**config.mk**
```make
export PLATFORM = sky130hd
export DESIGN_NAME = ratio_cmd_rx
export DESIGN_NICKNAME = d
export VERILOG_FILES = /design/src/rtl/rcr_pkg.sv /design/src/rtl/rcr_ratio_judge.sv /design/src/rtl/rcr_frame_shift.sv /design/src/rtl/ratio_cmd_rx.sv
export SDC_FILE = /design/constraint.sdc
export NUM_CORES = 1
export LEC_CHECK = 0
export BUFFER_PORTS_ARGS = -buffer_cell sky130_fd_sc_hd__buf_4
export CAP_MARGIN = 15
export CORE_MARGIN = 1
export CORE_UTILIZATION = 45
export DETAILED_ROUTE_END_ITERATION = 16
export HOLD_SLACK_MARGIN = 0.06
export SKIP_CTS_REPAIR_TIMING = 1
export SLEW_MARGIN = 20
export SYNTH_ARGS = -nofsm -noshare
export SYNTH_HDL_FRONTEND = slang
export SYNTH_SLANG_ARGS = --single-unit
export TNS_END_PERCENT = 5
```
**constraint.sdc**
```tcl
create_clock -name clk -period 2.45 [get_ports clk]
set_input_delay 0 -clock clk [delete_from_list [all_inputs] [get_ports clk]]
set_output_delay 0 -clock clk [all_outputs]
set_load 0.05 [all_outputs]
```
**src/rtl/rcr_pkg.sv**
```systemverilog
package rcr_pkg;
    localparam int          CMD_BITS  = 24;
    localparam int          LEVEL_W   = 9;
    localparam int          ADDR_LSB  = 16;
    localparam int          ACKREQ_IX = 10;
    localparam logic [7:0]  DEV_ADDR  = 8'h8F;

    typedef enum logic [2:0] {
        ST_IDLE,
        ST_ARMED,
        ST_BIT,
        ST_EOS,
        ST_ACKWAIT,
        ST_PULL
    } rx_state_e;
endpackage

```
**src/rtl/rcr_ratio_judge.sv**
```systemverilog
module rcr_ratio_judge #(
    parameter int W = 16
) (
    input  logic [W-1:0] low_i,
    input  logic [W-1:0] high_i,
    output logic         is_zero_o,
    output logic         is_one_o
);
    // Compare against doubled counts without losing the carry bit.
    always_comb begin
        is_zero_o = ({1'b0, low_i}  >= {high_i, 1'b0});
        is_one_o  = ({1'b0, high_i} >= {low_i,  1'b0});
    end
endmodule

```
**src/rtl/rcr_frame_shift.sv**
```systemverilog
module rcr_frame_shift #(
    parameter int BITS = 24,
    localparam int CW  = $clog2(BITS + 1)
) (
    input  logic            clk,
    input  logic            rst_n,
    input  logic            clr_i,
    input  logic            shift_i,
    input  logic            bit_i,
    input  logic            bad_i,
    output logic [BITS-1:0] frame_o,
    output logic [CW-1:0]   count_o,
    output logic            bad_o
);
    typedef struct packed {
        logic [BITS-1:0] frame;
        logic [CW-1:0]   cnt;
        logic            bad;
    } fs_t;

    fs_t s_d, s_q;

    always_comb begin
        s_d = s_q;
        if (clr_i) begin
            s_d.frame = '0;
            s_d.cnt   = '0;
            s_d.bad   = 1'b0;
        end else if (shift_i) begin
            // First bit received ends up at index 0 after BITS shifts.
            s_d.frame = {bit_i, s_q.frame[BITS-1:1]};
            s_d.cnt   = s_q.cnt + 1'b1;
            s_d.bad   = s_q.bad | bad_i;
        end
    end

    always_ff @(posedge clk) begin
        if (!rst_n) s_q <= '0;
        else        s_q <= s_d;
    end

    assign frame_o = s_q.frame;
    assign count_o = s_q.cnt;
    assign bad_o   = s_q.bad;

    AST_COUNT_BOUND: assert property (@(posedge clk) disable iff (!rst_n)
        s_q.cnt <= CW'(BITS));
endmodule

```
**src/rtl/ratio_cmd_rx.sv**
```systemverilog
module ratio_cmd_rx
    import rcr_pkg::*;
#(
    parameter int CNT_W       = 16,
    parameter int START_CYC   = 20,
    parameter int EOS_CYC     = 20,
    parameter int ACK_DLY_CYC = 40,
    parameter int ACK_LEN_CYC = 2560
) (
    input  logic               clk,
    input  logic               rst_n,
    input  logic               line_i,
    output logic               pull_o,
    output logic [LEVEL_W-1:0] level_o,
    output logic               cmd_valid_o,
    output logic               err_o
);
    localparam int              NB_W     = $clog2(CMD_BITS + 1);
    localparam logic [CNT_W-1:0] CNT_MAX  = '1;
    localparam logic [CNT_W-1:0] START_L  = CNT_W'(START_CYC);
    localparam logic [CNT_W-1:0] EOS_L1   = CNT_W'(EOS_CYC - 1);
    localparam logic [CNT_W-1:0] ADLY_L1  = CNT_W'(ACK_DLY_CYC - 1);
    localparam logic [CNT_W-1:0] ALEN_L1  = CNT_W'(ACK_LEN_CYC - 1);
    localparam logic [NB_W-1:0]  LAST_BIT = NB_W'(CMD_BITS - 1);

    typedef struct packed {
        rx_state_e          st;
        logic               prev;
        logic [CNT_W-1:0]   lo;
        logic [CNT_W-1:0]   hi;
        logic [CNT_W-1:0]   t;
        logic [LEVEL_W-1:0] level;
        logic               valid;
        logic               err;
        logic               pull;
    } rx_t;

    localparam rx_t RX_RST = '{
        st: ST_IDLE, prev: 1'b0, lo: '0, hi: '0, t: '0,
        level: '1, valid: 1'b0, err: 1'b0, pull: 1'b0
    };

    rx_t r_d, r_q;

    logic                is_zero, is_one;
    logic                fs_clr, fs_shift, fs_bit, fs_bad;
    logic [CMD_BITS-1:0] fs_frame;
    logic [NB_W-1:0]     fs_count;
    logic                fs_bad_q;
    logic                unused_rsv;

    assign unused_rsv = ^{fs_frame[15:11], fs_frame[9]};

    rcr_ratio_judge #(.W(CNT_W)) u_judge (
        .low_i    (r_q.lo),
        .high_i   (r_q.hi),
        .is_zero_o(is_zero),
        .is_one_o (is_one)
    );

    rcr_frame_shift #(.BITS(CMD_BITS)) u_frame (
        .clk    (clk),
        .rst_n  (rst_n),
        .clr_i  (fs_clr),
        .shift_i(fs_shift),
        .bit_i  (fs_bit),
        .bad_i  (fs_bad),
        .frame_o(fs_frame),
        .count_o(fs_count),
        .bad_o  (fs_bad_q)
    );

    always_comb begin
        logic             fall;
        logic [CNT_W-1:0] lo_inc, hi_inc, t_sat, t_inc;
        logic             cmd_ok;

        fall   = r_q.prev & ~line_i;
        lo_inc = (r_q.lo == CNT_MAX) ? r_q.lo : r_q.lo + 1'b1;
        hi_inc = (r_q.hi == CNT_MAX) ? r_q.hi : r_q.hi + 1'b1;
        t_sat  = (r_q.t  == CNT_MAX) ? r_q.t  : r_q.t  + 1'b1;
        t_inc  = r_q.t + 1'b1;
        cmd_ok = !fs_bad_q && (fs_frame[ADDR_LSB +: 8] == DEV_ADDR);

        r_d       = r_q;
        r_d.prev  = line_i;
        r_d.valid = 1'b0;
        r_d.err   = 1'b0;
        fs_clr    = 1'b0;
        fs_shift  = 1'b0;
        fs_bit    = 1'b0;
        fs_bad    = 1'b0;

        unique case (r_q.st)
            ST_IDLE: begin
                // Count consecutive high samples until the start condition is met.
                if (line_i) begin
                    r_d.t = t_sat;
                    if (t_sat >= START_L) r_d.st = ST_ARMED;
                end else begin
                    r_d.t = '0;
                end
            end
            ST_ARMED: begin
                if (!line_i) begin
                    r_d.st = ST_BIT;
                    r_d.lo = CNT_W'(1);
                    r_d.hi = '0;
                    fs_clr = 1'b1;
                end
            end
            ST_BIT: begin
                if (fall) begin
                    // Falling edge closes the running bit and opens the next one.
                    fs_shift = 1'b1;
                    fs_bit   = is_one;
                    fs_bad   = !(is_zero || is_one);
                    r_d.lo   = CNT_W'(1);
                    r_d.hi   = '0;
                    if (fs_count == LAST_BIT) begin
                        r_d.st = ST_EOS;
                        r_d.t  = '0;
                    end
                end else if (!line_i) begin
                    r_d.lo = lo_inc;
                end else begin
                    r_d.hi = hi_inc;
                end
            end
            ST_EOS: begin
                if (line_i) begin
                    r_d.err = 1'b1;
                    r_d.st  = ST_IDLE;
                    r_d.t   = '0;
                end else begin
                    r_d.t = t_inc;
                    if (r_q.t == EOS_L1) begin
                        if (cmd_ok) begin
                            r_d.level = fs_frame[LEVEL_W-1:0];
                            r_d.valid = 1'b1;
                            if (fs_frame[ACKREQ_IX]) begin
                                r_d.st = ST_ACKWAIT;
                            end else begin
                                r_d.st = ST_IDLE;
                                r_d.t  = '0;
                            end
                        end else begin
                            r_d.err = 1'b1;
                            r_d.st  = ST_IDLE;
                            r_d.t   = '0;
                        end
                    end
                end
            end
            ST_ACKWAIT: begin
                // The timer keeps running from the final falling edge.
                r_d.t = t_inc;
                if (r_q.t == ADLY_L1) begin
                    r_d.st   = ST_PULL;
                    r_d.t    = '0;
                    r_d.pull = 1'b1;
                end
            end
            ST_PULL: begin
                r_d.t = t_inc;
                if (r_q.t == ALEN_L1) begin
                    r_d.pull = 1'b0;
                    r_d.st   = ST_IDLE;
                    r_d.t    = '0;
                end
            end
            default: begin
                r_d = RX_RST;
            end
        endcase
    end

    always_ff @(posedge clk) begin
        if (!rst_n) r_q <= RX_RST;
        else        r_q <= r_d;
    end

    assign pull_o      = r_q.pull;
    assign level_o     = r_q.level;
    assign cmd_valid_o = r_q.valid;
    assign err_o       = r_q.err;

    // Length of the current run of pull cycles, used only by the checks below.
    logic [CNT_W:0] pull_run_q;

    always_ff @(posedge clk) begin
        if (!rst_n)      pull_run_q <= '0;
        else if (pull_o) pull_run_q <= pull_run_q + 1'b1;
        else             pull_run_q <= '0;
    end

    AST_VALID_PULSE: assert property (@(posedge clk) disable iff (!rst_n)
        cmd_valid_o |=> !cmd_valid_o);
    AST_ERR_PULSE: assert property (@(posedge clk) disable iff (!rst_n)
        err_o |=> !err_o);
    AST_LEVEL_ONLY_ON_VALID: assert property (@(posedge clk) disable iff (!rst_n)
        !$stable(level_o) |-> cmd_valid_o);
    AST_EOS_BREAK: assert property (@(posedge clk) disable iff (!rst_n)
        (r_q.st == ST_EOS && line_i) |=> (err_o && !cmd_valid_o));
    AST_PULL_LEN: assert property (@(posedge clk) disable iff (!rst_n)
        pull_o |-> (pull_run_q < (CNT_W+1)'(ACK_LEN_CYC)));
    AST_NO_PULL_ON_ERR: assert property (@(posedge clk) disable iff (!rst_n)
        err_o |=> !$rose(pull_o));
endmodule

```
==> metrics.txt <==
Finish-stage setup viols 14; Slowest-stage cell, CP or4_4; Pre-antenna DRT Iters 5; DIE AREA approximately 0.013 mm^2; vias per inst roughly 5.7; met1 Usage GRT approximately a third; clk slew on worst S/H paths roughly 0.070 ns; initial antenna violation count 0; post-synthesis async set-or-reset flop share 0%; compound-cell area share of the yosys netlist between 10% and 20%; drt drc 0; DIE WIDTH between 100 and 150 um; kind of cell adding the most delay to the critical path simple AND/OR/NAND/NOR gates; Main synth FF type dfxtp_1; Fin. Hold Viols 0; arrival time worst endpoint 2.83 ns; met2 Use GR 38.6%; worst setup margin -0.132 ns; Synth Net Count ~760; number of max-cap violations 0; ANT nets after route 0; CP Launch Point r_q[18]$_SDFFE_PN0P_; Worst Hold Path EP u_frame.frame_o[11]$_SDFFE_PP0P_; mux share of post-synthesis cell area less than 1%; Multi-input gate area ~0.0034 mm^2; Period Utilization, post-route 105%; RSZ-0062 raised after global routing yes; sequential-to-total area share from yosys stat between 30% and 40%; Avg WL per Cell roughly 16 um; Via Count 5245; Least-Margin Pin Slew roughly 0.56 ns; FP Rows 40; Area contributors post-synth dfxtp_1 (33%), ha_1 (7.5%), nand2_1 (6.4%); adder-cell share of the synthesized area about 7.5%; register area 0.00188 mm^2; largest family of logic cells by synthesized area simple AND/OR/NAND/NOR gates; number of flops mapped to enable cells by yosys 0; CP endpoint kind flop; Detailed Place HPWL around 11000 um; Synth top area share 33.0%; I/O Buffers 14; Layout area overhead 13.3%; worst reg2reg path depth 7; htree depth 3; deepest clock path buffer count 2; Final Non-Filler Cells about 900; skew final between 0.01 and 0.015 ns; WHS 0.453 ns; Initial Utilization between 40 and 50%; gpl congestion roughly 0.96; CTS root buf clkbuf_16; worst-path cell chain or4_4, or4_4, o311a_4, o41ai_4, buf_4, o21ai_1, o2bb2ai_1; power per cell area 472 mW/mm^2; violated checks negative setup slack; GR Util met3 under 10%; R2R Path Start r_q[18]$_SDFFE_PN0P_; area of the core 0.0122 mm^2; Skew-Pair Late Insertion Delay approximately 0.36 ns; total CTS buffers 9; Reg-to-Reg End r_q[24]$_SDFFE_PN0P_; Sink Count 94; Synthesis Warnings 0; outcome finished, violations left; P_leak around 2.4 nW; Slew headroom around 62%; Hold Path Stages 2; share of layout cells above drive strength 1 between 10% and 20%; Buf/Inv on CP 1; FF+latch count, synth 94; Achievable Freq roughly 0.39 GHz; Total GRT Usage roughly a quarter; vias in the first global route ~5k; Synth area leader dfxtp_1; CTS tree done; DR iter-0 viols about 400; CP dominant cell by count or4_4; first-pass GRT wire length between 20000 and 25000 um; fin. max-slew vios 0; Layout Nets between 700 and 800; Die Ht between 100 and 150 um; HP Class flop to flop; ant diodes 0; placed cell count about 900; Distinct cells, synth 74; fill count approximately 1.2k; busiest grt layer met2; peak supply drop around 0.00029 V; crit path max fanout 5; drt total wl between 10000 and 15000 um; crit start category flop; Mapped Cells 719; HP Start u_frame.frame_o[12]$_SDFFE_PP0P_; GRT overflow 0; Netlist Area Pre-Place 0.00571 mm^2; setup slack, reg-to-reg -0.13 ns; CP Data Required Time around 2.7 ns; mean area per synthesized cell approximately 7.9 um^2; Post-Synth XOR/XNOR Area between 5 and 6%; crit path kind flop to flop; # IOs 15; post-synthesis simple-gate area fraction 27.2%; Period minus WS final 2.58 ns; pin count of the biggest net entering global routing 31; CP max stage delay roughly 0.53 ns
## worst min-delay path: stages (launching register included)
cell and delay (ns):
dfxtp_1 0.31, nand2_1 0.05, a21oi_1 0.05
## through the flow
| step | TNS (ns) | area [um^2] | worst slack [ns] | utilization [%] | power (W) |
|---|---|---|---|---|---|
| 2_1_floorplan | -0.633 | 5720 | -0.0877 | - | 0.00163 |
| 3_3_place_gp | -1.29 | 6110 | -0.158 | 50.2 | 0.00166 |
| 3_5_place_dp | -1.38 | 6110 | -0.148 | 50.2 | 0.00166 |
| 4_1_cts | -1.55 | 6420 | -0.162 | 52.8 | 0.00308 |
| 5_1_grt | -3.02 | 6470 | -0.219 | 53.2 | 0.00315 |
| 6_report | -1.25 | 6470 | -0.132 | 53.2 | 0.00305 |
## layer usage
| layer | wire length, um | share of wire, % |
|---|---|---|
| met1 | 6870 | 47 |
| met5 | 0 | 0 |
| met3 | 643 | 4.4 |
| met2 | 6860 | 47 |
| met4 | 269 | 1.8 |
## synth_stat cells, types with 7 or more instances
library cell and instances:
a21oi_1 55, a221o_1 9, and3_1 9, buf_4 13
buf_6 7, clkbuf_1 22, dfxtp_1 94, ha_1 34
inv_1 42, nand2_1 98, nand3_1 26, nand4_1 32
nor2_1 54, nor3_1 16, nor4_1 17, o21ai_0 25
xnor2_1 24, xor2_1 9
## report_power, final
part	internal, W	total (W)	switching, W
Sequential	0.00153	0.00153	0.00000242
Combinational	0.0000310	0.0000943	0.0000633
Clock	0.000726	0.00143	0.000702
## layout make-up
class	instances	area share [%]
clock buffer	9	3.48
inverter	42	2.44
tap	168	3.25
timing repair buffer	68	8.03
multi-input combinational	532	52.4
sequential	94	29.1
clock inverter	7	1.24
## layout by cell type (no fill, tap or decap), types with 24 or more instances in the layout
cell     Yosys  final
buf_4       13     65
nand3_1     26     26
nor2_1      54     54
xnor2_1     24     24
o21ai_0     25     25
ha_1        34     34
inv_1       42     42
nand2_1     98     98
a21oi_1     55     55
nand4_1     32     32
dfxtp_1     94     93
## cell families after synthesis
kind of cell / Yosys count
AOI/OAI and AO/OA: 157
xor gates and xnor gates: 33
adders and majority gates: 34
buffers and inverters: 93
DFF: 94
muxes: 2
and+or+nand+nor: 306
## flip-flops by register name, summed over array words and instances, names as in the netlist
signal and flops:
cmd_valid_o 1, u_frame.frame_o 24, level_o 9, err_o 1, r_q 52, u_frame.bad_o 1, pull_o 1, u_frame.count_o 5
## worst max path at each step
stage,endpoint,slack (ns),cells past startpoint
finish,r_q[24]$_SDFFE_PN0P_,-0.13,7
global route,level_o[2]$_SDFFE_PN1P_,-0.22,6
CTS,r_q[24]$_SDFFE_PN0P_,-0.16,9
detailed placement,r_q[24]$_SDFFE_PN0P_,-0.15,9
global placement,r_q[24]$_SDFFE_PN0P_,-0.16,9
floorplan,r_q[17]$_SDFFE_PN0P_,-0.09,7
Power figures use the tool's default switching activity.
